===== config.mk =====
export PLATFORM = sky130hd
export DESIGN_NAME = rtmr_mode_ctrl
export DESIGN_NICKNAME = d
export VERILOG_FILES = /design/src/rtl/rtmr_pkg.sv /design/src/rtl/rtmr_cfg_reg.sv /design/src/rtl/rtmr_acq_timer.sv /design/src/rtl/rtmr_mode_fsm.sv /design/src/rtl/rtmr_mode_ctrl.sv
export SDC_FILE = /design/constraint.sdc
export NUM_CORES = 1
export LEC_CHECK = 0
export BUFFER_PORTS_ARGS = -buffer_cell sky130_fd_sc_hd__buf_2
export CAP_MARGIN = 20
export CORE_MARGIN = 4
export CORE_UTILIZATION = 36
export CTS_CLUSTER_SIZE = 8
export DETAILED_ROUTE_END_ITERATION = 8
export HOLD_SLACK_MARGIN = 0.05
export SLEW_MARGIN = 20
export SYNTH_ARGS = -nofsm -noshare
export SYNTH_HDL_FRONTEND = slang
export SYNTH_SLANG_ARGS = --single-unit

===== constraint.sdc =====
create_clock -name clk -period 4.34 [get_ports clk]
set_input_delay 0.217 -clock clk [delete_from_list [all_inputs] [get_ports clk]]
set_output_delay 0.217 -clock clk [all_outputs]
set_load 0.05 [all_outputs]

===== src/rtl/rtmr_pkg.sv =====
package rtmr_pkg;

  typedef enum logic [2:0] {
    M_PDN  = 3'd0,
    M_STBY = 3'd1,
    M_ACQ  = 3'd2,
    M_RDRV = 3'd3,
    M_RTMR = 3'd4
  } mode_e;

  localparam logic [1:0] FM_RDRV = 2'b00;
  localparam logic [1:0] FM_AUTO = 2'b01;
  localparam logic [1:0] FM_RTMR = 2'b11;

  localparam int CFG_W = 9;

  typedef struct packed {
    logic       hpd_gate;
    logic       lane_sw;
    logic       pol_sw;
    logic       acq_blank;
    logic       sig_det;
    logic       auto_dis;
    logic       pd_force;
    logic [1:0] fmode;
  } cfg_t;

  localparam cfg_t CFG_RST = cfg_t'(9'h001);

endpackage


===== src/rtl/rtmr_cfg_reg.sv =====
module rtmr_cfg_reg
  import rtmr_pkg::*;
#(
  parameter int OE_MIN_CYC = 2500
) (
  input  logic                 clk,
  input  logic                 rst_n,
  input  logic                 oe_in,
  input  logic                 cfg_we,
  input  logic [CFG_W-1:0]     cfg_wdata,
  output cfg_t                 cfg_q,
  output logic                 cfg_clr
);
  localparam int OW = $clog2(OE_MIN_CYC + 1);

  logic [OW-1:0] low_cnt;

  assign cfg_clr = !oe_in && (low_cnt == OW'(OE_MIN_CYC - 1));

  always_ff @(posedge clk or negedge rst_n) begin
    if (!rst_n) begin
      low_cnt <= '0;
    end else if (oe_in) begin
      low_cnt <= '0;
    end else if (low_cnt != OW'(OE_MIN_CYC)) begin
      low_cnt <= low_cnt + 1'b1;
    end
  end

  always_ff @(posedge clk or negedge rst_n) begin
    if (!rst_n) begin
      cfg_q <= CFG_RST;
    end else if (cfg_clr) begin
      cfg_q <= CFG_RST;
    end else if (cfg_we && oe_in) begin
      cfg_q <= cfg_t'(cfg_wdata);
    end
  end
endmodule


===== src/rtl/rtmr_acq_timer.sv =====
module rtmr_acq_timer #(
  parameter int ACQ_CYC = 175000
) (
  input  logic clk,
  input  logic rst_n,
  input  logic start,
  input  logic run,
  output logic done
);
  localparam int AW = $clog2(ACQ_CYC + 1);

  logic [AW-1:0] cnt;

  assign done = run && (cnt == AW'(ACQ_CYC - 1));

  always_ff @(posedge clk or negedge rst_n) begin
    if (!rst_n) begin
      cnt <= '0;
    end else if (start) begin
      cnt <= '0;
    end else if (run && cnt != AW'(ACQ_CYC - 1)) begin
      cnt <= cnt + 1'b1;
    end
  end
endmodule


===== src/rtl/rtmr_mode_fsm.sv =====
module rtmr_mode_fsm
  import rtmr_pkg::*;
#(
  parameter int FCNT_W   = 12,
  parameter int LO_CNT   = 100,
  parameter int RATE_TOL = 4
) (
  input  logic              clk,
  input  logic              rst_n,
  input  logic              cfg_clr,
  input  logic [1:0]        cfg_fmode,
  input  logic              cfg_pd_force,
  input  logic              cfg_auto_dis,
  input  logic              cfg_sig_det,
  input  logic              oe_in,
  input  logic              hpd_snk_in,
  input  logic              clk_valid,
  input  logic              fcnt_vld,
  input  logic [FCNT_W-1:0] fcnt,
  input  logic              acq_done,
  output mode_e             state_q,
  output logic              acq_start,
  output logic              rate_evt,
  output logic              want_rt
);
  function automatic logic pick_retimer(input logic [1:0] fm, input logic [FCNT_W-1:0] cnt);
    case (fm)
      FM_RDRV: return 1'b0;
      FM_RTMR: return 1'b1;
      default: return cnt >= FCNT_W'(LO_CNT);
    endcase
  endfunction

  function automatic logic rate_moved(input logic [FCNT_W-1:0] a, input logic [FCNT_W-1:0] b);
    logic [FCNT_W-1:0] d;
    d = (a >= b) ? (a - b) : (b - a);
    return d > FCNT_W'(RATE_TOL);
  endfunction

  logic [1:0]        eff_fm;
  logic [FCNT_W-1:0] last_fcnt;
  logic [FCNT_W-1:0] cur_fcnt;
  logic              hpd_q;
  logic              hpd_edge;
  logic              pd_cond;
  logic              stby_cond;
  mode_e             nxt;

  assign pd_cond   = !oe_in || (!hpd_snk_in && !cfg_auto_dis) || cfg_pd_force;
  assign stby_cond = cfg_sig_det && !clk_valid;
  assign hpd_edge  = hpd_q != hpd_snk_in;
  assign cur_fcnt  = fcnt_vld ? fcnt : last_fcnt;
  assign rate_evt  = fcnt_vld && rate_moved(fcnt, last_fcnt);
  assign want_rt   = pick_retimer(eff_fm, cur_fcnt);

  always_comb begin
    if (pd_cond) begin
      nxt = M_PDN;
    end else if (stby_cond) begin
      nxt = M_STBY;
    end else if (!want_rt) begin
      nxt = M_RDRV;
    end else begin
      case (state_q)
        M_RTMR:  nxt = rate_evt ? M_ACQ : M_RTMR;
        M_ACQ:   nxt = rate_evt ? M_ACQ : (acq_done ? M_RTMR : M_ACQ);
        default: nxt = M_ACQ;
      endcase
    end
  end

  assign acq_start = (nxt == M_ACQ) && ((state_q != M_ACQ) || rate_evt);

  always_ff @(posedge clk or negedge rst_n) begin
    if (!rst_n) begin
      state_q <= M_PDN;
    end else begin
      state_q <= nxt;
    end
  end

  always_ff @(posedge clk or negedge rst_n) begin
    if (!rst_n) begin
      eff_fm    <= FM_AUTO;
      last_fcnt <= '0;
      hpd_q     <= 1'b0;
    end else begin
      hpd_q <= hpd_snk_in;
      if (cfg_clr) begin
        eff_fm    <= FM_AUTO;
        last_fcnt <= '0;
      end else begin
        if (fcnt_vld) last_fcnt <= fcnt;
        if (pd_cond || hpd_edge) eff_fm <= cfg_fmode;
      end
    end
  end
endmodule


===== src/rtl/rtmr_mode_ctrl.sv =====
module rtmr_mode_ctrl
  import rtmr_pkg::*;
#(
  parameter int FCNT_W     = 12,
  parameter int LO_CNT     = 100,
  parameter int RATE_TOL   = 4,
  parameter int ACQ_CYC    = 175000,
  parameter int OE_MIN_CYC = 2500
) (
  input  logic              clk,
  input  logic              rst_n,
  input  logic              oe_in,
  input  logic              hpd_snk_in,
  input  logic              cfg_we,
  input  logic [8:0]        cfg_wdata,
  input  logic              clk_valid,
  input  logic              fcnt_vld,
  input  logic [FCNT_W-1:0] fcnt,
  output logic [2:0]        mode,
  output logic              drv_en,
  output logic              cdr_en,
  output logic              pol_swap_eff,
  output logic              lane_swap_eff,
  output logic              hpd_src,
  output logic              sta_pd,
  output logic              sta_sb
);
  cfg_t  cfg_q;
  logic  cfg_clr;
  logic  acq_start;
  logic  acq_done;
  logic  rate_evt;
  logic  want_rt;
  mode_e state_q;
  logic  in_acq;
  logic  passing;

  rtmr_cfg_reg #(.OE_MIN_CYC(OE_MIN_CYC)) u_cfg (
    .clk       (clk),
    .rst_n     (rst_n),
    .oe_in     (oe_in),
    .cfg_we    (cfg_we),
    .cfg_wdata (cfg_wdata),
    .cfg_q     (cfg_q),
    .cfg_clr   (cfg_clr)
  );

  rtmr_mode_fsm #(.FCNT_W(FCNT_W), .LO_CNT(LO_CNT), .RATE_TOL(RATE_TOL)) u_fsm (
    .clk          (clk),
    .rst_n        (rst_n),
    .cfg_clr      (cfg_clr),
    .cfg_fmode    (cfg_q.fmode),
    .cfg_pd_force (cfg_q.pd_force),
    .cfg_auto_dis (cfg_q.auto_dis),
    .cfg_sig_det  (cfg_q.sig_det),
    .oe_in        (oe_in),
    .hpd_snk_in   (hpd_snk_in),
    .clk_valid    (clk_valid),
    .fcnt_vld     (fcnt_vld),
    .fcnt         (fcnt),
    .acq_done     (acq_done),
    .state_q      (state_q),
    .acq_start    (acq_start),
    .rate_evt     (rate_evt),
    .want_rt      (want_rt)
  );

  assign in_acq = state_q == M_ACQ;

  rtmr_acq_timer #(.ACQ_CYC(ACQ_CYC)) u_acq (
    .clk   (clk),
    .rst_n (rst_n),
    .start (acq_start),
    .run   (in_acq),
    .done  (acq_done)
  );

  assign passing       = (state_q == M_RDRV) || (state_q == M_RTMR);
  assign mode          = state_q;
  assign cdr_en        = in_acq || (state_q == M_RTMR);
  assign drv_en        = passing || (in_acq && !cfg_q.acq_blank);
  assign pol_swap_eff  = cdr_en && cfg_q.pol_sw;
  assign lane_swap_eff = (passing || in_acq) && cfg_q.lane_sw;
  assign hpd_src       = hpd_snk_in && !cfg_q.hpd_gate;
  assign sta_pd        = state_q == M_PDN;
  assign sta_sb        = state_q == M_STBY;
endmodule


==> results of run 1 <==
==> worst register-to-register path, delay by kind of cell, from the launching register on <==
kind	cells	cell delay, ps
AOI/OAI and AO/OA	5	1680
xor gates and xnor gates	1	270
adders and majority gates	1	440
buffers and inverters	1	310
DFF	1	410
muxes	1	300
and+or+nand+nor	2	180
==> power by group <==
part	internal, mW	switching [mW]	leakage, nW
Clock	0.388	0.263	0.133
Sequential	0.576	0.0387	0.738
Combinational	0.185	0.299	1.34
==> worst min-delay path by stage <==
| stage | startpoint | to | slack (ps) | cells past startpoint |
|---|---|---|---|---|
| final | rst_n | u_fsm.last_fcnt[7] | 30 | 2 |
| after global routing | cfg_wdata[6] | u_cfg.cfg_q[6] | 80 | 3 |
| after CTS | rst_n | u_acq.cnt[9] | 70 | 2 |
| after detailed placement | hpd_snk_in | u_fsm.hpd_q | 390 | 1 |
| after global placement | hpd_snk_in | u_fsm.hpd_q | 390 | 1 |
| after floorplan | rst_n | u_acq.cnt[0] | -80 | 0 |
==> stage by stage <==
stage	std cells	worst slack, ps	area, um^2	util, %
after detailed placement	645	647.5	4436	38.85
after global placement	645	818.3	4436	38.85
final	662	624.4	4718	41.32
after global routing	662	298.8	4718	41.32
after CTS	662	647.9	4718	41.32
after floorplan	482	1142	4207	-
==> registers in the layout, summed over array words and instances (netlist names) <==
name and flops:
u_fsm.eff_fm 2, u_fsm.last_fcnt 12, u_acq.cnt 18, u_cfg.cfg_q 9, u_fsm.hpd_q 1, u_fsm.state_q 3
u_cfg.low_cnt 12
==> cell type report <==
cell class / instances / area, um^2 / share of cell area (%)
multi-input combinational: 368 / 2485 / 52.66
inverter: 38 / 142.6 / 3.023
clock buffer: 10 / 229.0 / 4.853
timing repair buffer: 40 / 210.2 / 4.455
tap: 143 / 178.9 / 3.792
clock inverter: 6 / 43.79 / 0.9281
sequential: 57 / 1429 / 30.28
==> Yosys cell counts (all sizes together), types with 2 or more instances <==
library cell and n:
a211oi 4, a21boi 4, a21o 3, a21oi 25, a221oi 3, a31oi 5, and2 6, and3 7
buf 8, clkbuf 10, dfrtp 55, dfstp 2, fa 2, ha 27, inv 38, mux2 5
mux2i 19, nand2 58, nand2b 5, nand3 18, nand4 7, nor2 65, nor2b 6, nor3 11
nor4 3, nor4b 3, nor4bb 2, o211ai 4, o21a 2, o21ai 17, o221ai 4, o311ai 2
or2b 2, or3 4, or4 2, xnor2 11, xor2 21
==> layout by cell type (no fill, tap or decap), types with 5 or more instances in the layout <==
master,n
xnor2_1,11
nand3_1,17
and2_1,5
and3_1,5
nor3_1,11
inv_1,38
nor2_1,54
a31oi_1,5
nand2b_1,5
buf_2,37
clkbuf_16,9
ha_1,27
dfrtp_1,55
a21oi_1,23
mux2i_1,19
xor2_1,21
nand4_1,7
nor2b_1,6
nor2_2,10
o21ai_0,16
nand2_1,58
==> repair_timing <==
item / 4_1_cts / 5_1_grt
hold buffers: 1 / 0
buffers inserted: 0 / 0
hold endpoints to repair: 1 / 0
resized for setup: 0 / 0
==> cell families (layout without fill, tap and decap cells) <==
| group | count (synthesis) | after routing | synth area share, % |
|---|---|---|---|
| AND/OR/NAND/NOR | 202 | 202 | 24.12 |
| AO/OA/AOI/OAI | 81 | 81 | 13.44 |
| flip-flops | 57 | 57 | 33.97 |
| buffers and inverters | 57 | 94 | 6.960 |
| XOR/XNOR | 32 | 32 | 6.663 |
| adder cells (fa/ha/maj) | 29 | 29 | 8.983 |
| multiplexers | 24 | 24 | 5.859 |
==> metal layers <==
metal | GRT usage (%) | vias up | routed length (um)
met1 | 19.60 | 1632 | 4468
met3 | 3.264 | 13 | 455
li1 | - | 1716 | -
met2 | 25.62 | 80 | 4546
met4 | 4.563 | 0 | 116
met5 | 0 | - | 0
==> results.md, run 1 <==
- Outcome: finished, final reports clean
- Clk Latency, worst-skew pair: approximately 330 ps
- CP endpoint kind: register
- Max Clk Rate: between 200 and 300 MHz
- Pins Over Slew Limit: 0
- Final hold violation count: 0
- Final Cycle Share: 85.61%
- Num CTS Buffers: 9
- Tot Pwr: 1.750 mW
- Synthesized flop and latch total: 57
- CP Capture Point: u_acq.cnt[3]
- Starting Density: about 37%
- YS warnings: 0
- Synth cell types: 64
- FF-to-FF End: u_acq.cnt[3]
- Layout Skew: about 6.7 ps
- Hold Worst Slack: 30.35 ps
- Hpwl dp: approximately 6900 um
- Antenna violations before repair: 0
- Layout area overhead: 12.17%
- Unrepaired setup endpoints after global routing: no
- Drt drc: 0
- Most area-consuming cells after synthesis: dfrtp_1 33%, ha_1 8.0%, nand2_1 5.2%
- Total GRT Usage: between 10% and 20%
- Number of vias per cell: between 5 and 6
- Start point of the critical path: u_fsm.last_fcnt[5]
- Final GP Congestion: 0.8441
- Worst path cell trace: ha_1 -> a21oi_1 -> o211ai_1 -> a221o_1 -> a41oi_2 -> mux2i_1 -> xor2_1 -> nor4b_4 -> a2111oi_4 -> buf_4 -> nor2_1
- Worst Max-Slew Pin Slew: ~840 ps
- Global route overflow: 0
- Post-layout min period: 3716 ps
- DIE AREA: around 13000 um^2
- Die Wd: ~120 um
- CP Class: reg2reg
- Number of flops mapped to enable cells by yosys: 0
- DR pass1 iterations: 4
- Worst min path class: in2async
- Seq/Total Area, Yosys: 33.97%
- Diode count: 0
- Crit path buffers/inverters: 1
- WP data required: around 4600 ps
- Startpoint Class: register
- P_leak: 2.214 nW
- Largest net degree at the start of global routing: 58
- CP max stage delay: 560 ps
- Port buffer count: 37
- CTS Buffer Depth: 2
- Worst-path clk slew: 60 ps
- TritonCTS clock tree: built
- Initial DRC count: approximately 200
- Crit-path max FO: 18
- Core ar.: 11420 um^2
- Clock Root Buffer: clkbuf_16
- Reg2reg start: u_fsm.last_fcnt[5]
- Post-synth top flop: dfrtp_1
- I/O pin count: 38
- Avg Inst Size Synth: 8.727 um^2
- Levels on crit path: 11
- Flop2flop setup slack: between 600 and 700 ps
- Worst r2r path cells: 11
- Power Density: 370.8 nW/um^2
- Async S/R FF share, synth: 100.0%
- First-pass GRT wire length: ~16000 um
- Filler Cells Inserted: 1191
- CP arrival: 3920 ps
- Final net count: approximately 570
- H-tree depth: 3
- Post-synthesis cell count: a little under 500
- Max VDD drop: 199.8 uV
- Max-Cap Viols: 0
- DRT antenna net count: 0
- Final setup violation count: 0
- Delay-heaviest family, CP: compound AO/OA/AOI/OAI gates
- Share of cells above drive strength 1: between 15 and 20%
- Row cnt: 39
- Chip height: ~120 um
- WL final: about 9600 um
- CP max-delay cell: a41oi_2
- Post-synth top area share: roughly 33%
- Setup TNS: 0 ps
- Sinks on Clock Net: between 50 and 60
- Mapped Area: 4207 um^2
- Syn nets: between 500 and 600
- Max transition margin: between 40% and 50%
- WL/cell: 14.48 um
- Via count: ~3400
- Vias in the first global route: between 3000 and 4000
- Area leader, netlist: dfrtp_1
No activity file was read; power rests on OpenSTA's default activity.
==> run 2: changes to the inputs <==
--- a/config.mk
+++ b/config.mk
@@ -7,11 +7,14 @@
 export LEC_CHECK = 0
 export BUFFER_PORTS_ARGS = -buffer_cell sky130_fd_sc_hd__buf_2
 export CAP_MARGIN = 20
+export CELL_PAD_IN_SITES_DETAIL_PLACEMENT = 0
+export CELL_PAD_IN_SITES_GLOBAL_PLACEMENT = 1
 export CORE_MARGIN = 4
 export CORE_UTILIZATION = 36
 export CTS_CLUSTER_SIZE = 8
 export DETAILED_ROUTE_END_ITERATION = 8
 export HOLD_SLACK_MARGIN = 0.05
+export PLACE_DENSITY_LB_ADDON = 0.1
 export SLEW_MARGIN = 20
 export SYNTH_ARGS = -nofsm -noshare
 export SYNTH_HDL_FRONTEND = slang
==> results.md, run 2 (synthesis results as in run 1) <==
- Total GRT Usage: roughly 16%
- Max Clk Rate: between 200 and 300 MHz
- DR WL met3: 300 um
- CTS Buffer Depth: 2
- Layout area overhead: 13.21%
- Top Layer Used: met4
- Setup TNS: 0 ps
- Met2 routed WL: between 4000 and 5000 um
- CP arrival: 3720 ps
- Worst-path clk slew: about 50 ps
- Clk Latency, worst-skew pair: 320 ps
- Diode count: 0
- Delay-heaviest family, CP: compound AO/OA/AOI/OAI gates
- Startpoint Class: register
- Final GP Congestion: between 0.8 and 0.9
- Worst min path class: in2async
- First-pass GRT wire length: about 17000 um
- Number of vias per cell: approximately 5.1
- DIE AREA: 13480 um^2
- DRT antenna net count: 0
- WL final: 9517 um
- Antenna violations before repair: 0
- Num CTS Buffers: 9
- Drt drc: 0
- Cell repeated most along the worst path: buf_4
- Post-layout min period: about 3500 ps
- Final setup violation count: 0
- Largest net degree at the start of global routing: 58
- Max VDD drop: 235.4 uV
- Top flop regs: u_acq.cnt x18, u_cfg.low_cnt x12, u_fsm.last_fcnt x12
- Outcome: finished, final reports clean
- WL/cell: about 14 um
- Hpwl dp: approximately 7100 um
- Max transition margin: between 30% and 40%
- Final Cycle Share: roughly four fifths
- Crit-path max FO: 18
- H-tree depth: 3
- Sinks on Clock Net: 57
- WP data required: 4540 ps
- P_leak: about 2.2 nW
- Clock Root Buffer: clkbuf_16
- Share of cells above drive strength 1: roughly 17%
- Global route overflow: 0
- CP Class: reg2reg
- Hold Buf Count CTS: 0
- Max-Cap Viols: 0
- TritonCTS clock tree: built
- Reg with most FFs: u_acq.cnt
- Initial DRC count: about 200
- Crit path buffers/inverters: 2
- Row cnt: 39
- Unrepaired setup endpoints after global routing: no
- Cts repair resizes: 0
- Metal-1 WL: between 4000 and 5000 um
- Vias in the first global route: roughly 3400
- I/O pin count: 38
- Port buffer count: 37
- Layout Skew: between 5 and 6 ps
- Postcts setup bufs: 0
- CP max-delay cell: ha_1
- Chip height: between 100 and 150 um
- Commonest non-fill, non-tap cell in the layout: nand2_1
- Power Density: 385.4 nW/um^2
- Largest register FFs: 18
- Final net count: about 570
- DR pass1 iterations: 4
- Starting Density: 36.84%
- Post-layout util: about two fifths
- Pins Over Slew Limit: 0
- Final hold violation count: 0
- Die Wd: around 120 um
- Worst path cell trace: ha_1 -> a21oi_2 -> o211ai_1 -> a221o_1 -> a41oi_2 -> buf_4 -> mux2i_1 -> xor2_1 -> a221oi_2 -> a2111oi_4 -> buf_4 -> nor2_1
- CP max stage delay: ~420 ps
- CP endpoint kind: register
- Worst Max-Slew Pin Slew: around 940 ps
- Core ar.: roughly 11000 um^2
- Most frequent cells in the layout: 58 x nand2_1, 55 x dfrtp_1, 54 x nor2_1
- Via count: 3355
==> run 2: path summary, 6_finish.rpt <==
path / startpoint / to / slack (ps) / cells past startpoint
min: rst_n / u_fsm.last_fcnt[10] / 30 / 2
min reg2reg: u_cfg.cfg_q[0] / u_cfg.cfg_q[0] / 490 / 2
max: u_fsm.last_fcnt[9] / u_acq.cnt[2] / 820 / 12
max in group asynchronous: rst_n / u_fsm.last_fcnt[3] / 3790 / 2
min in group clk: hpd_snk_in / u_fsm.hpd_q / 70 / 1
max reg2reg: u_fsm.last_fcnt[9] / u_acq.cnt[2] / 820 / 12
==> run 2: layout make-up <==
| type | count | area (um^2) |
|---|---|---|
| tap | 143 | 178.9 |
| inverter | 38 | 142.6 |
| timing repair buffer | 41 | 215.2 |
| multi-input combinational | 368 | 2485 |
| clock inverter | 6 | 82.58 |
| sequential | 57 | 1429 |
| fill | 1203 | 6656 |
| clock buffer | 10 | 229.0 |
==> run 2: metrics by stage <==
stage | hold slack, ps | cell area, um^2 | cells | worst slack, ps | power (mW)
floorplan | -78.59 | 4207 | 482 | 1142 | 1.002
global placement | 386.8 | 4451 | 647 | 915.5 | 1.111
detailed placement | 392.7 | 4451 | 647 | 817.1 | 1.107
CTS | 51.03 | 4762 | 663 | 802.5 | 1.866
global route | 62.30 | 4762 | 663 | 543.8 | 1.956
finish | 28.07 | 4762 | 663 | 815.3 | 1.835
==> run 2: where the power goes <==
group / total, mW / internal, mW / switching (mW)
clock network: 0.737 / 0.498 / 0.238
registers: 0.614 / 0.576 / 0.0373
logic: 0.485 / 0.188 / 0.298
==> run 2: layer usage <==
layer,track usage (%),vias up
met2,23.59,58
met3,3.109,21
met4,7.347,0
li1,-,1716
met5,0,-
met1,21.27,1560
==> run 3: changes to the inputs <==
==> constraint.sdc (replaced) <==
create_clock -name clk -period 3.3 [get_ports clk]
set_input_delay 0.165 -clock clk [delete_from_list [all_inputs] [get_ports clk]]
set_output_delay 0.165 -clock clk [all_outputs]
set_load 0.05 [all_outputs]
==> results.md, run 3 (synthesis results as in run 1) <==
- Core ar.: ~11000 um^2
- Chip height: ~120 um
- Final setup violation count: 0
- Flop2flop setup slack: approximately 180 ps
- Sw Pwr: around 770 uW
- Final GP Congestion: between 0.8 and 0.9
- Worst-path clk slew: ~50 ps
- CP endpoint kind: register
- Postcts setup bufs: 0
- Register share of total power: approximately a third
- Pint: between 1.5 and 2 mW
- Final hold violation count: 0
- Placed Area: roughly 4600 um^2
- Unrepaired setup endpoints after global routing: no
- Clock power frac: ~39%
- H-tree depth: 3
- Worst min path class: in2reg
- Worst Max-Slew Pin Slew: 791.2 ps
- Layout area overhead: 18.77%
- Design area: 4996 um^2
- Hold Path Cell Cnt: 3
- Delay-heaviest family, CP: compound AO/OA/AOI/OAI gates
- Outcome: finished, final reports clean
- Clock Root Buffer: clkbuf_16
- Reg with most FFs: u_acq.cnt
- TritonCTS clock tree: built
- Number of vias per cell: 5.035
- Clk Latency, worst-skew pair: roughly 320 ps
- WL/cell: ~15 um
- Vias in the first global route: 3430
- Top flop regs: u_acq.cnt x18, u_cfg.low_cnt x12, u_fsm.last_fcnt x12
- Layout Cells excl Fill: ~700
- Layout Skew: 5.626 ps
- Worst path cell trace: ha_1 -> a21oi_2 -> o211ai_1 -> a221o_1 -> a41oi_2 -> buf_6 -> mux2i_1 -> xor2_1 -> nor4b_4 -> a2111oi_4 -> buf_12 -> nor2_1
- Num CTS Buffers: 9
- Max-Cap Viols: 0
- CP max stage delay: slightly above 400 ps
- DR pass1 iterations: 4
- WP data required: between 3000 and 4000 ps
- Die Wd: 116.1 um
- Max Clk Rate: approximately 320 MHz
- Commonest non-fill, non-tap cell in the layout: nand2_1
- Sw Share: ~31%
- DRT antenna net count: 0
- Antenna violations before repair: 0
- Post-layout util: ~44%
- Hold Worst Slack: about 64 ps
- Most frequent cells in the layout: 58 x nand2_1, 55 x dfrtp_1, 54 x nor2_1
- First-pass GRT wire length: roughly 17000 um
- CP arrival: 3330 ps
- Drt drc: 0
- Hold Crit Start: cfg_wdata[7]
- Sinks on Clock Net: 57
- Share of cells above drive strength 1: about a fifth
- Max transition margin: 47.26%
- CTS Buffer Depth: 2
- Port buffer count: 37
- Crit-path max FO: 18
- CP max-delay cell: a2111oi_4
- Max VDD drop: 311.3 uV
- Startpoint Class: register
- Power Density: just under 500 nW/um^2
- Initial DRC count: around 210
- Starting Density: between 30% and 40%
- Final net count: 593
- Pins Over Slew Limit: 0
- WL final: between 9000 and 10000 um
- Reg2reg start: u_fsm.last_fcnt[9]
- Largest register FFs: 18
- Via count: ~3400
- Crit path buffers/inverters: 2
- Placed Cells: 660
- I/O pin count: 38
- Hold worst-path end: u_cfg.cfg_q[7]
- Total GRT Usage: around 16%
- Combinational fraction of design power: between 20 and 30%
- CP Class: reg2reg
- Post-layout min period: 3119 ps
- Place WS: 83.21 ps
- Diode count: 0
- Hpwl dp: between 7000 and 8000 um
- DIE AREA: 13480 um^2
- Setup TNS: 0 ps
- Setup WS post-layout: between 150 and 200 ps
- P_leak: approximately 2.3 nW
- Largest net degree at the start of global routing: 35
- Tot Pwr: 2.451 mW
- Worst r2r path cells: 12
- Global route overflow: 0
- Final Cycle Share: a little over nine tenths
- FF-to-FF End: u_acq.cnt[0]
- Row cnt: 39
## run 3: changes by cell type in the layout (fill, tap and decap cells not counted), sizes merged
| cell | delta |
|---|---|
| dlygate4sd3 | +8 |
| bufinv | -1 |
| clkinvlp | -1 |
| buf | +13 |
| clkbuf | +4 |
| clkinv | -2 |
## run 3: how the worst max path moves through the flow
| stage | startpoint | endpoint | slack [ps] | cells after the start |
|---|---|---|---|---|
| 4_1_cts | u_fsm.last_fcnt[5] | u_acq.cnt[0] | 60 | 12 |
| 3_5_place_dp | u_fsm.last_fcnt[5] | u_acq.cnt[7] | 80 | 12 |
| 5_1_grt | u_fsm.last_fcnt[7] | u_acq.cnt[6] | 1 | 13 |
| 2_1_floorplan | u_fsm.last_fcnt[7] | u_acq.cnt[10] | 100 | 13 |
| 6_report | u_fsm.last_fcnt[9] | u_acq.cnt[0] | 180 | 12 |
| 3_3_place_gp | u_fsm.last_fcnt[2] | u_acq.cnt[1] | 150 | 10 |
## run 3: cell type report
| type | instances | area (um^2) |
|---|---|---|
| clock buffer | 14 | 274.0 |
| clock inverter | 2 | 35.03 |
| fill | 1192 | 6422 |
| inverter | 38 | 142.6 |
| multi-input combinational | 368 | 2527 |
| sequential | 57 | 1429 |
| tap | 143 | 178.9 |
| timing repair buffer | 62 | 409.1 |
## run 3: layer usage
metal	track usage [%]	routed length, um	part of all wire, %
met2	25.78	4648	47
met1	21.73	4888	49
met3	3.161	333	3.3
met5	0	0	0
met4	5.104	119	1.2
## run 3: tightest hold or removal path: cells and delay by family
| kind | cells | cell delay (ps) |
|---|---|---|
| AO/OA/AOI/OAI | 1 | 60 |
| buffers and inverters | 1 | 80 |
| AND/OR/NAND/NOR | 1 | 40 |
## run 3: timing repair
item / 4_1_cts / 5_1_grt
hold buffers: 8 / 0
endpoints found under the setup margin: 0 / 20
resized for setup: 0 / 9
endpoints found under the hold margin: 40 / 0
## run 3: power groups by stage
stage	Clock (mW)	Combinational, mW	Sequential [mW]
global placement	0	0.666	0.819
global route	1.02	0.769	0.820
CTS	0.980	0.680	0.810
finish	0.950	0.690	0.811
floorplan	0	0.500	0.817
detailed placement	0	0.668	0.821
